===== src/rtl/snv_pkg.sv =====
package snv_pkg;

    localparam int OP_W = 8;

    typedef enum logic [2:0] {
        ST_WAIT,
        ST_IDLE,
        ST_ADDR,
        ST_CMD,
        ST_WDATA,
        ST_RDATA,
        ST_STATUS
    } snv_state_e;

    // Operation codes as stored after shifting: bit 0 is the first bit on the wire.
    typedef enum logic [OP_W-1:0] {
        OP_READ  = 8'h01,
        OP_PROG  = 8'h06,
        OP_ERASE = 8'h0C,
        OP_POLL  = 8'h0D,
        OP_WREN  = 8'h09,
        OP_WRDIS = 8'h0B,
        OP_SEQRD = 8'h11
    } snv_op_e;

endpackage


===== src/rtl/snv_pin_sync.sv =====
module snv_pin_sync #(
    parameter int          WIDTH    = 3,
    parameter int          STAGES   = 2,
    parameter logic [WIDTH-1:0] IDLE_LVL = '1
) (
    input  logic             clk,
    input  logic             rst_n,
    input  logic [WIDTH-1:0] pin_i,
    output logic [WIDTH-1:0] lvl_o
);

    logic [STAGES-1:0][WIDTH-1:0] stg;

    generate
        if (STAGES == 1) begin : g_single
            always_ff @(posedge clk or negedge rst_n) begin
                if (!rst_n) stg <= IDLE_LVL;
                else        stg <= pin_i;
            end
        end else begin : g_chain
            always_ff @(posedge clk or negedge rst_n) begin
                if (!rst_n) stg <= {STAGES{IDLE_LVL}};
                else        stg <= {stg[STAGES-2:0], pin_i};
            end
        end
    endgenerate

    assign lvl_o = stg[STAGES-1];

endmodule


===== src/rtl/snv_busy_timer.sv =====
module snv_busy_timer #(
    parameter int CYCLES = 1250000
) (
    input  logic clk,
    input  logic rst_n,
    input  logic start_i,
    output logic busy_o
);

    localparam int TW = $clog2(CYCLES + 1);

    logic [TW-1:0] remain;

    always_ff @(posedge clk or negedge rst_n) begin
        if (!rst_n)             remain <= '0;
        else if (start_i)       remain <= TW'(CYCLES);
        else if (remain != '0)  remain <= remain - 1'b1;
    end

    assign busy_o = (remain != '0);

endmodule


===== src/rtl/snv_store.sv =====
module snv_store #(
    parameter int AW = 8,
    parameter int DW = 8
) (
    input  logic          clk,
    input  logic          we_i,
    input  logic          clr_i,
    input  logic [AW-1:0] waddr_i,
    input  logic [DW-1:0] wdata_i,
    input  logic [AW-1:0] raddr_i,
    output logic [DW-1:0] rdata_o
);

    localparam int DEPTH = 1 << AW;

    logic [DW-1:0] mem [DEPTH];

    // No reset: contents model nonvolatile cells.
    always_ff @(posedge clk) begin
        if (clr_i) begin
            for (int w = 0; w < DEPTH; w++) mem[w] <= '0;
        end else if (we_i) begin
            mem[waddr_i] <= wdata_i;
        end
    end

    assign rdata_o = mem[raddr_i];

endmodule


===== src/rtl/serial_nvm_slave.sv =====
module serial_nvm_slave
    import snv_pkg::*;
#(
    parameter int ADDR_W       = 8,
    parameter int DATA_W       = 8,
    parameter int WRITE_CYCLES = 1250000,
    parameter int SYNC_STAGES  = 2
) (
    input  logic clk,
    input  logic rst_n,
    input  logic sel_n,
    input  logic sclk,
    input  logic sdi,
    output logic sdo,
    output logic sdo_en
);

    localparam int CNT_W = $clog2(ADDR_W + OP_W + DATA_W);
    localparam int OB_W  = $clog2(DATA_W);
    localparam logic [OB_W-1:0] OB_LAST = OB_W'(DATA_W - 1);

    // ---------------- pin conditioning ----------------
    logic [2:0] pin_lvl;
    logic       sel_hi, sclk_lvl, sclk_prev, din;
    logic       sclk_r, sclk_f;

    snv_pin_sync #(
        .WIDTH   (3),
        .STAGES  (SYNC_STAGES),
        .IDLE_LVL(3'b011)
    ) u_sync (
        .clk  (clk),
        .rst_n(rst_n),
        .pin_i({sdi, sclk, sel_n}),
        .lvl_o(pin_lvl)
    );

    assign sel_hi   = pin_lvl[0];
    assign sclk_lvl = pin_lvl[1];
    assign din      = pin_lvl[2];

    always_ff @(posedge clk or negedge rst_n) begin
        if (!rst_n) sclk_prev <= 1'b1;
        else        sclk_prev <= sclk_lvl;
    end

    assign sclk_r = sclk_lvl & ~sclk_prev & ~sel_hi;
    assign sclk_f = ~sclk_lvl & sclk_prev & ~sel_hi;

    // ---------------- state and shift registers ----------------
    snv_state_e          state, nstate;
    logic [CNT_W-1:0]    cnt;
    logic [ADDR_W-1:0]   addr_sh;
    logic [OP_W-2:0]     op_sh;
    logic [DATA_W-2:0]   dat_sh;
    logic [ADDR_W-1:0]   rd_ptr;
    logic [OB_W-1:0]     obit;
    logic                byte_sent, seq_mode, wr_on;
    logic                sdo_q, sdo_en_q;
    logic                busy;
    logic [DATA_W-1:0]   rd_data;

    logic [OP_W-1:0]     cmd_word;
    snv_op_e             op;
    logic                hit_cmd, hit_data;
    logic                prog_go, erase_go;

    assign cmd_word = {din, op_sh};
    assign op       = snv_op_e'(cmd_word);
    assign hit_cmd  = (state == ST_CMD)   && sclk_r && (cnt == CNT_W'(OP_W - 1));
    assign hit_data = (state == ST_WDATA) && sclk_r && (cnt == CNT_W'(DATA_W - 1));
    assign prog_go  = hit_data;
    assign erase_go = hit_cmd && (op == OP_ERASE) && wr_on && !busy;

    // ---------------- next-state logic ----------------
    always_comb begin
        nstate = state;
        if (sel_hi) begin
            nstate = ST_IDLE;
        end else begin
            unique case (state)
                ST_WAIT:   nstate = ST_WAIT;
                ST_IDLE:   nstate = ST_ADDR;
                ST_ADDR:   if (sclk_r && cnt == CNT_W'(ADDR_W - 1)) nstate = ST_CMD;
                ST_CMD: begin
                    if (hit_cmd) begin
                        if (busy && op != OP_POLL) begin
                            nstate = ST_WAIT;
                        end else begin
                            unique case (op)
                                OP_READ, OP_SEQRD: nstate = ST_RDATA;
                                OP_PROG:           nstate = wr_on ? ST_WDATA : ST_WAIT;
                                OP_POLL:           nstate = ST_STATUS;
                                default:           nstate = ST_WAIT;
                            endcase
                        end
                    end
                end
                ST_WDATA:  if (hit_data) nstate = ST_WAIT;
                ST_RDATA:  if (sclk_f && byte_sent && !seq_mode) nstate = ST_WAIT;
                ST_STATUS: nstate = ST_STATUS;
                default:   nstate = ST_WAIT;
            endcase
        end
    end

    // ---------------- state register ----------------
    always_ff @(posedge clk or negedge rst_n) begin
        if (!rst_n) state <= ST_WAIT;
        else        state <= nstate;
    end

    // ---------------- bit counter per phase ----------------
    always_ff @(posedge clk or negedge rst_n) begin
        if (!rst_n)                cnt <= '0;
        else if (nstate != state)  cnt <= '0;
        else if (sclk_r)           cnt <= cnt + 1'b1;
    end

    // ---------------- outputs and datapath ----------------
    always_ff @(posedge clk or negedge rst_n) begin
        if (!rst_n) begin
            addr_sh   <= '0;
            op_sh     <= '0;
            dat_sh    <= '0;
            rd_ptr    <= '0;
            obit      <= '0;
            byte_sent <= 1'b0;
            seq_mode  <= 1'b0;
            wr_on     <= 1'b0;
            sdo_q     <= 1'b0;
            sdo_en_q  <= 1'b0;
        end else begin
            if (sclk_r) begin
                if (state == ST_ADDR)  addr_sh <= {din, addr_sh[ADDR_W-1:1]};
                if (state == ST_CMD)   op_sh   <= {din, op_sh[OP_W-2:1]};
                if (state == ST_WDATA) dat_sh  <= {din, dat_sh[DATA_W-2:1]};
            end

            if (hit_cmd) begin
                rd_ptr    <= addr_sh;
                obit      <= '0;
                byte_sent <= 1'b0;
                seq_mode  <= (op == OP_SEQRD);
                if (!busy) begin
                    if (op == OP_WREN)  wr_on <= 1'b1;
                    if (op == OP_WRDIS) wr_on <= 1'b0;
                end
            end

            if (sel_hi) begin
                sdo_en_q <= 1'b0;
                sdo_q    <= 1'b0;
            end else if (state == ST_STATUS) begin
                sdo_en_q <= 1'b1;
                sdo_q    <= ~busy;
            end else if (state == ST_RDATA && sclk_f) begin
                if (byte_sent && !seq_mode) begin
                    sdo_en_q <= 1'b0;
                    sdo_q    <= 1'b0;
                end else begin
                    sdo_en_q <= 1'b1;
                    sdo_q    <= rd_data[obit];
                    if (obit == OB_LAST) begin
                        obit      <= '0;
                        rd_ptr    <= rd_ptr + 1'b1;
                        byte_sent <= 1'b1;
                    end else begin
                        obit <= obit + 1'b1;
                    end
                end
            end
        end
    end

    assign sdo    = sdo_q;
    assign sdo_en = sdo_en_q;

    // ---------------- write timer and storage ----------------
    snv_busy_timer #(
        .CYCLES(WRITE_CYCLES)
    ) u_timer (
        .clk    (clk),
        .rst_n  (rst_n),
        .start_i(prog_go | erase_go),
        .busy_o (busy)
    );

    snv_store #(
        .AW(ADDR_W),
        .DW(DATA_W)
    ) u_store (
        .clk    (clk),
        .we_i   (prog_go),
        .clr_i  (erase_go),
        .waddr_i(addr_sh),
        .wdata_i({din, dat_sh}),
        .raddr_i(rd_ptr),
        .rdata_o(rd_data)
    );

endmodule


===== config.mk =====
export PLATFORM = sky130hd
export DESIGN_NAME = serial_nvm_slave
export DESIGN_NICKNAME = d
export VERILOG_FILES = /design/src/rtl/snv_pkg.sv /design/src/rtl/snv_pin_sync.sv /design/src/rtl/snv_busy_timer.sv /design/src/rtl/snv_store.sv /design/src/rtl/serial_nvm_slave.sv
export SDC_FILE = /design/constraint.sdc
export NUM_CORES = 2
export LEC_CHECK = 0
export ABC_AREA = 1
export BUFFER_PORTS_ARGS = -buffer_cell sky130_fd_sc_hd__buf_2
export CAP_MARGIN = 20
export CORE_ASPECT_RATIO = 0.6
export CORE_UTILIZATION = 47
export CTS_BUF_LIST = sky130_fd_sc_hd__clkbuf_16
export CTS_CLUSTER_SIZE = 12
export DETAILED_ROUTE_END_ITERATION = 8
export SLEW_MARGIN = 20
export SYNTH_ARGS = -nofsm -noshare
export SYNTH_HDL_FRONTEND = slang
export SYNTH_SLANG_ARGS = --single-unit

===== constraint.sdc =====
create_clock -name clk -period 3.15 [get_ports clk]
set_input_delay 0.1575 -clock clk [delete_from_list [all_inputs] [get_ports clk]]
set_output_delay 0.1575 -clock clk [all_outputs]
set_load 0.005 [all_outputs]

==> impl_metrics.env <==
export IMPL_status="finished, violations left"
export IMPL_failed_checks="negative setup slack"
export IMPL_rows=128
export IMPL_synth_cell_types=43
export IMPL_drc=0
export IMPL_synthCells=10010
export IMPL_p_leak_uw=0.03860
export IMPL_power_total_uw=53570
export IMPL_gp_congestion=0.9597
export IMPL_vias=76840
export IMPL_worst_slack_ns=-0.04988
export IMPL_switching_share_pct=20.59
export IMPL_h_tree_depth=4
export IMPL_path_clk_slew_ns=0.07
export IMPL_cts_sinks=2122
export IMPL_multiInputGateArea_mm2=0.03029
export IMPL_drt_wl_total_mm=328.1
export IMPL_ys_warn_count=0
export IMPL_clk_latency_ns=0.89
export IMPL_r2r_slack_ns=-0.05
export IMPL_layout_drive_gt1_share_pct=12.28
export IMPL_clkPwrFrac_pct=42.4
export IMPL_drv_slew=0
export IMPL_max_slew_margin_pct=33.62
export IMPL_clockRootBuffer="clkbuf_16"
export IMPL_syn_area_mm2=0.09687
export IMPL_final_common_cell="nand2_1"
export IMPL_pwr_share_seq_pct=57.0
export IMPL_regArea_mm2=0.06337
export IMPL_setup_viol=1
export IMPL_final_cell_mix="2911 x nand2_1, 2156 x nor2_1, 2048 x edfxtp_1, 1164 x nand3_1, 565 x buf_4"
export IMPL_fmax_ghz=0.3125
export IMPL_required_ns=3.99
export IMPL_fin_nets=10300
export IMPL_finalInstanceArea_mm2=0.1118
export IMPL_reg2regPathDepth=17
export IMPL_grt_max_degree=76
export IMPL_final_setup_tns_ns=-0.04988
export IMPL_grt_overflow_total=0
export IMPL_endpoint_kind="register"
export IMPL_whs_ns=0.3570
export IMPL_die_area_mm2=0.2080
export IMPL_die_width_um=588.1
export IMPL_whs_path_depth=0
export IMPL_postRouteAntennaNets=0
export IMPL_grt_pass1_wl_mm=473.5
export IMPL_setup_worst_path_class="reg2reg"
export IMPL_globalRouteTotalUtil_pct=30.79
export IMPL_finalCritPeriodShare_pct=101.6
export IMPL_max_cap_violations=0
export IMPL_antenna_found_initial=14
export IMPL_start_kind="register"
export IMPL_area_growth_syn_to_layout_pct=15.42
export IMPL_cp_max_fo=54
export IMPL_drt_pass1_iter_count=6
export IMPL_synth_seq_area_share_pct=65.41
export IMPL_fin_util_pct=54.84
export IMPL_syn_num_nets=10020
export IMPL_start_util_pct=47.51
export IMPL_worst_pin_slew_ns=0.9946
export IMPL_cellInternalPower_uw=42540
export IMPL_p_comb_share_pct=0.7
export IMPL_grt_pass1_vias=70400
export IMPL_post_dp_cell_area_mm2=0.1053
export IMPL_cts_buffers=211
export IMPL_avgSynthCellArea_um2=9.681
export IMPL_hold_path_class="reg2reg"
export IMPL_core_area_mm2=0.2039
export IMPL_fin_crit_ns=3.200
export IMPL_cts_buffer_depth=4
export IMPL_power_density_mw_per_mm2=479.1
export IMPL_cts_tree="yes"
export IMPL_wire_per_inst_um=25.00
export IMPL_port_buffers=6
export IMPL_filler_cell_count=17830
export IMPL_switchingPower_uw=11030
export IMPL_io_pins=7
export IMPL_cp_arrival_ns=4.04
export IMPL_synth_seq_cells=2122
export IMPL_die_y_um=353.7
export IMPL_hold_viol_final=0
export IMPL_max_vdd_ir_drop_mv=0.4406
export IMPL_finClkSkew_ns=0.09920
export IMPL_hpwl_mm=215.1
export IMPL_rsz0062_at_grt="true"
export IMPL_drt_initial_drc_count=11630
export IMPL_routed_via_density=5.855
==> final cells by class <==
type / instances / share of cell area (%)
Inverter: 93 / 0.4185
Sequential cell: 2122 / 56.68
Tap cell: 2730 / 3.055
Clock buffer: 212 / 4.745
Multi-Input combinational cell: 7084 / 27.09
Clock inverter: 101 / 0.4017
Antenna cell: 3 / 0.006714
Timing Repair Buffer: 779 / 7.605
==> per-layer routing <==
layer	up-vias	share of wire (%)	global-route usage [%]
met2	4686	41	42.84
met4	12	2.9	8.089
li1	34140	-	-
met3	512	13	7.048
met1	37490	43	47.98
met5	-	0.10	0.8535
==> critical path: stages, from the launching register on <==
cell and delay (ns):
dfrtp_4 0.58, nor2_4 0.20, buf_12 0.28, buf_12 0.31, a21oi_1 0.12, nand3_1 0.26, nand3_1 0.18, nand3_1 0.25
nand3_1 0.11, nand3_1 0.12, nand3_1 0.08, nand3_1 0.09, nand2_1 0.06, nand2_1 0.08, nand3_2 0.13, nand2_1 0.10
nand2_1 0.06, nand2_1 0.07
==> per-stage QoR <==
step	setup WS, ns	cells
2_1_floorplan	0.6880	10010
3_3_place_gp	-0.2971	12780
3_5_place_dp	-0.2162	12780
4_1_cts	0.0002700	13110
5_1_grt	-0.1006	13120
6_report	-0.04988	13120
==> what timing repair did <==
action / CTS / global route
setup buffers: 5 / 5
endpoints found under the setup margin: 1 / 667
gates cloned: 5 / 5
pin swaps: 0 / 1
hold buffers: 9 / 0
resized for setup: 20 / 31
endpoints found under the hold margin: 63 / 0
==> state kept, by name (all words and copies together), names as in the netlist <==
register and cells:
sclk_prev 1, addr_sh 8, cnt 5, byte_sent 1
obit 3, rd_ptr 8, sdo_en 1, u_timer.remain 21
seq_mode 1, dat_sh 7, wr_on 1, sdo 1
op_sh 7, u_sync.stg 3, state 3, u_sync.lvl_o 3
u_store.mem 2048
==> final timing paths <==
| kind | startpoint | endpoint |
|---|---|---|
| min in group asynchronous | rst_n | cnt[0] |
| min | u_sync.stg[1] | u_sync.lvl_o[1] |
| min reg2reg | u_sync.stg[1] | u_sync.lvl_o[1] |
| max reg2reg | rd_ptr[1] | sdo |
| max | rd_ptr[1] | sdo |
| max in group asynchronous | rst_n | rd_ptr[0] |
==> Yosys cell counts (all sizes together) <==
cell type,instances,area (µm²)
nand2,3080,11960
nor2,2181,8209
edfxtp,2048,61500
nand3,1180,5906
clkbuf,366,1374
buf,341,1738
a21oi,282,1411
o21ai,96,480.5
inv,82,312.8
a21boi,73,548.0
o211ai,73,548.0
dfrtp,69,1727
nor3,47,415.4
o22ai,16,100.1
clkinv,11,41.29
nor4,10,62.56
xor2,10,87.58
nand4,8,56.30
ha,6,75.07
xnor2,6,52.55
dfstp,5,131.4
o31ai,5,37.54
a211oi,4,30.03
a31oi,2,12.51
a311oi,1,8.760
a41oi,1,8.760
mux2i,1,10.01
nor3b,1,12.51
o21a,1,7.510
==> power groups by stage <==
stage                     combinational, µW  clock [µW]  sequential [µW]
after global routing                    384       23900            30500
after global placement                  345           0            31100
final                                   364       22700            30500
after CTS                               358       22800            30500
after floorplan                         170           0            31100
after detailed placement                345           0            31100
==> cell families (layout without fill, tap and decap cells) <==
family / count (synthesis) / after routing / share of synthesized area [%]
simple gates: 6507 / 6507 / 27.49
flops: 2122 / 2122 / 65.41
buf+inv: 800 / 1185 / 3.578
compound gates: 554 / 554 / 3.296
xor+xnor: 16 / 16 / 0.1447
fa+ha+maj: 6 / 6 / 0.07750
mux: 1 / 1 / 0.01033
other cells: 0 / 3 / 0
Note: power is estimated with default switching activity, not from simulation.
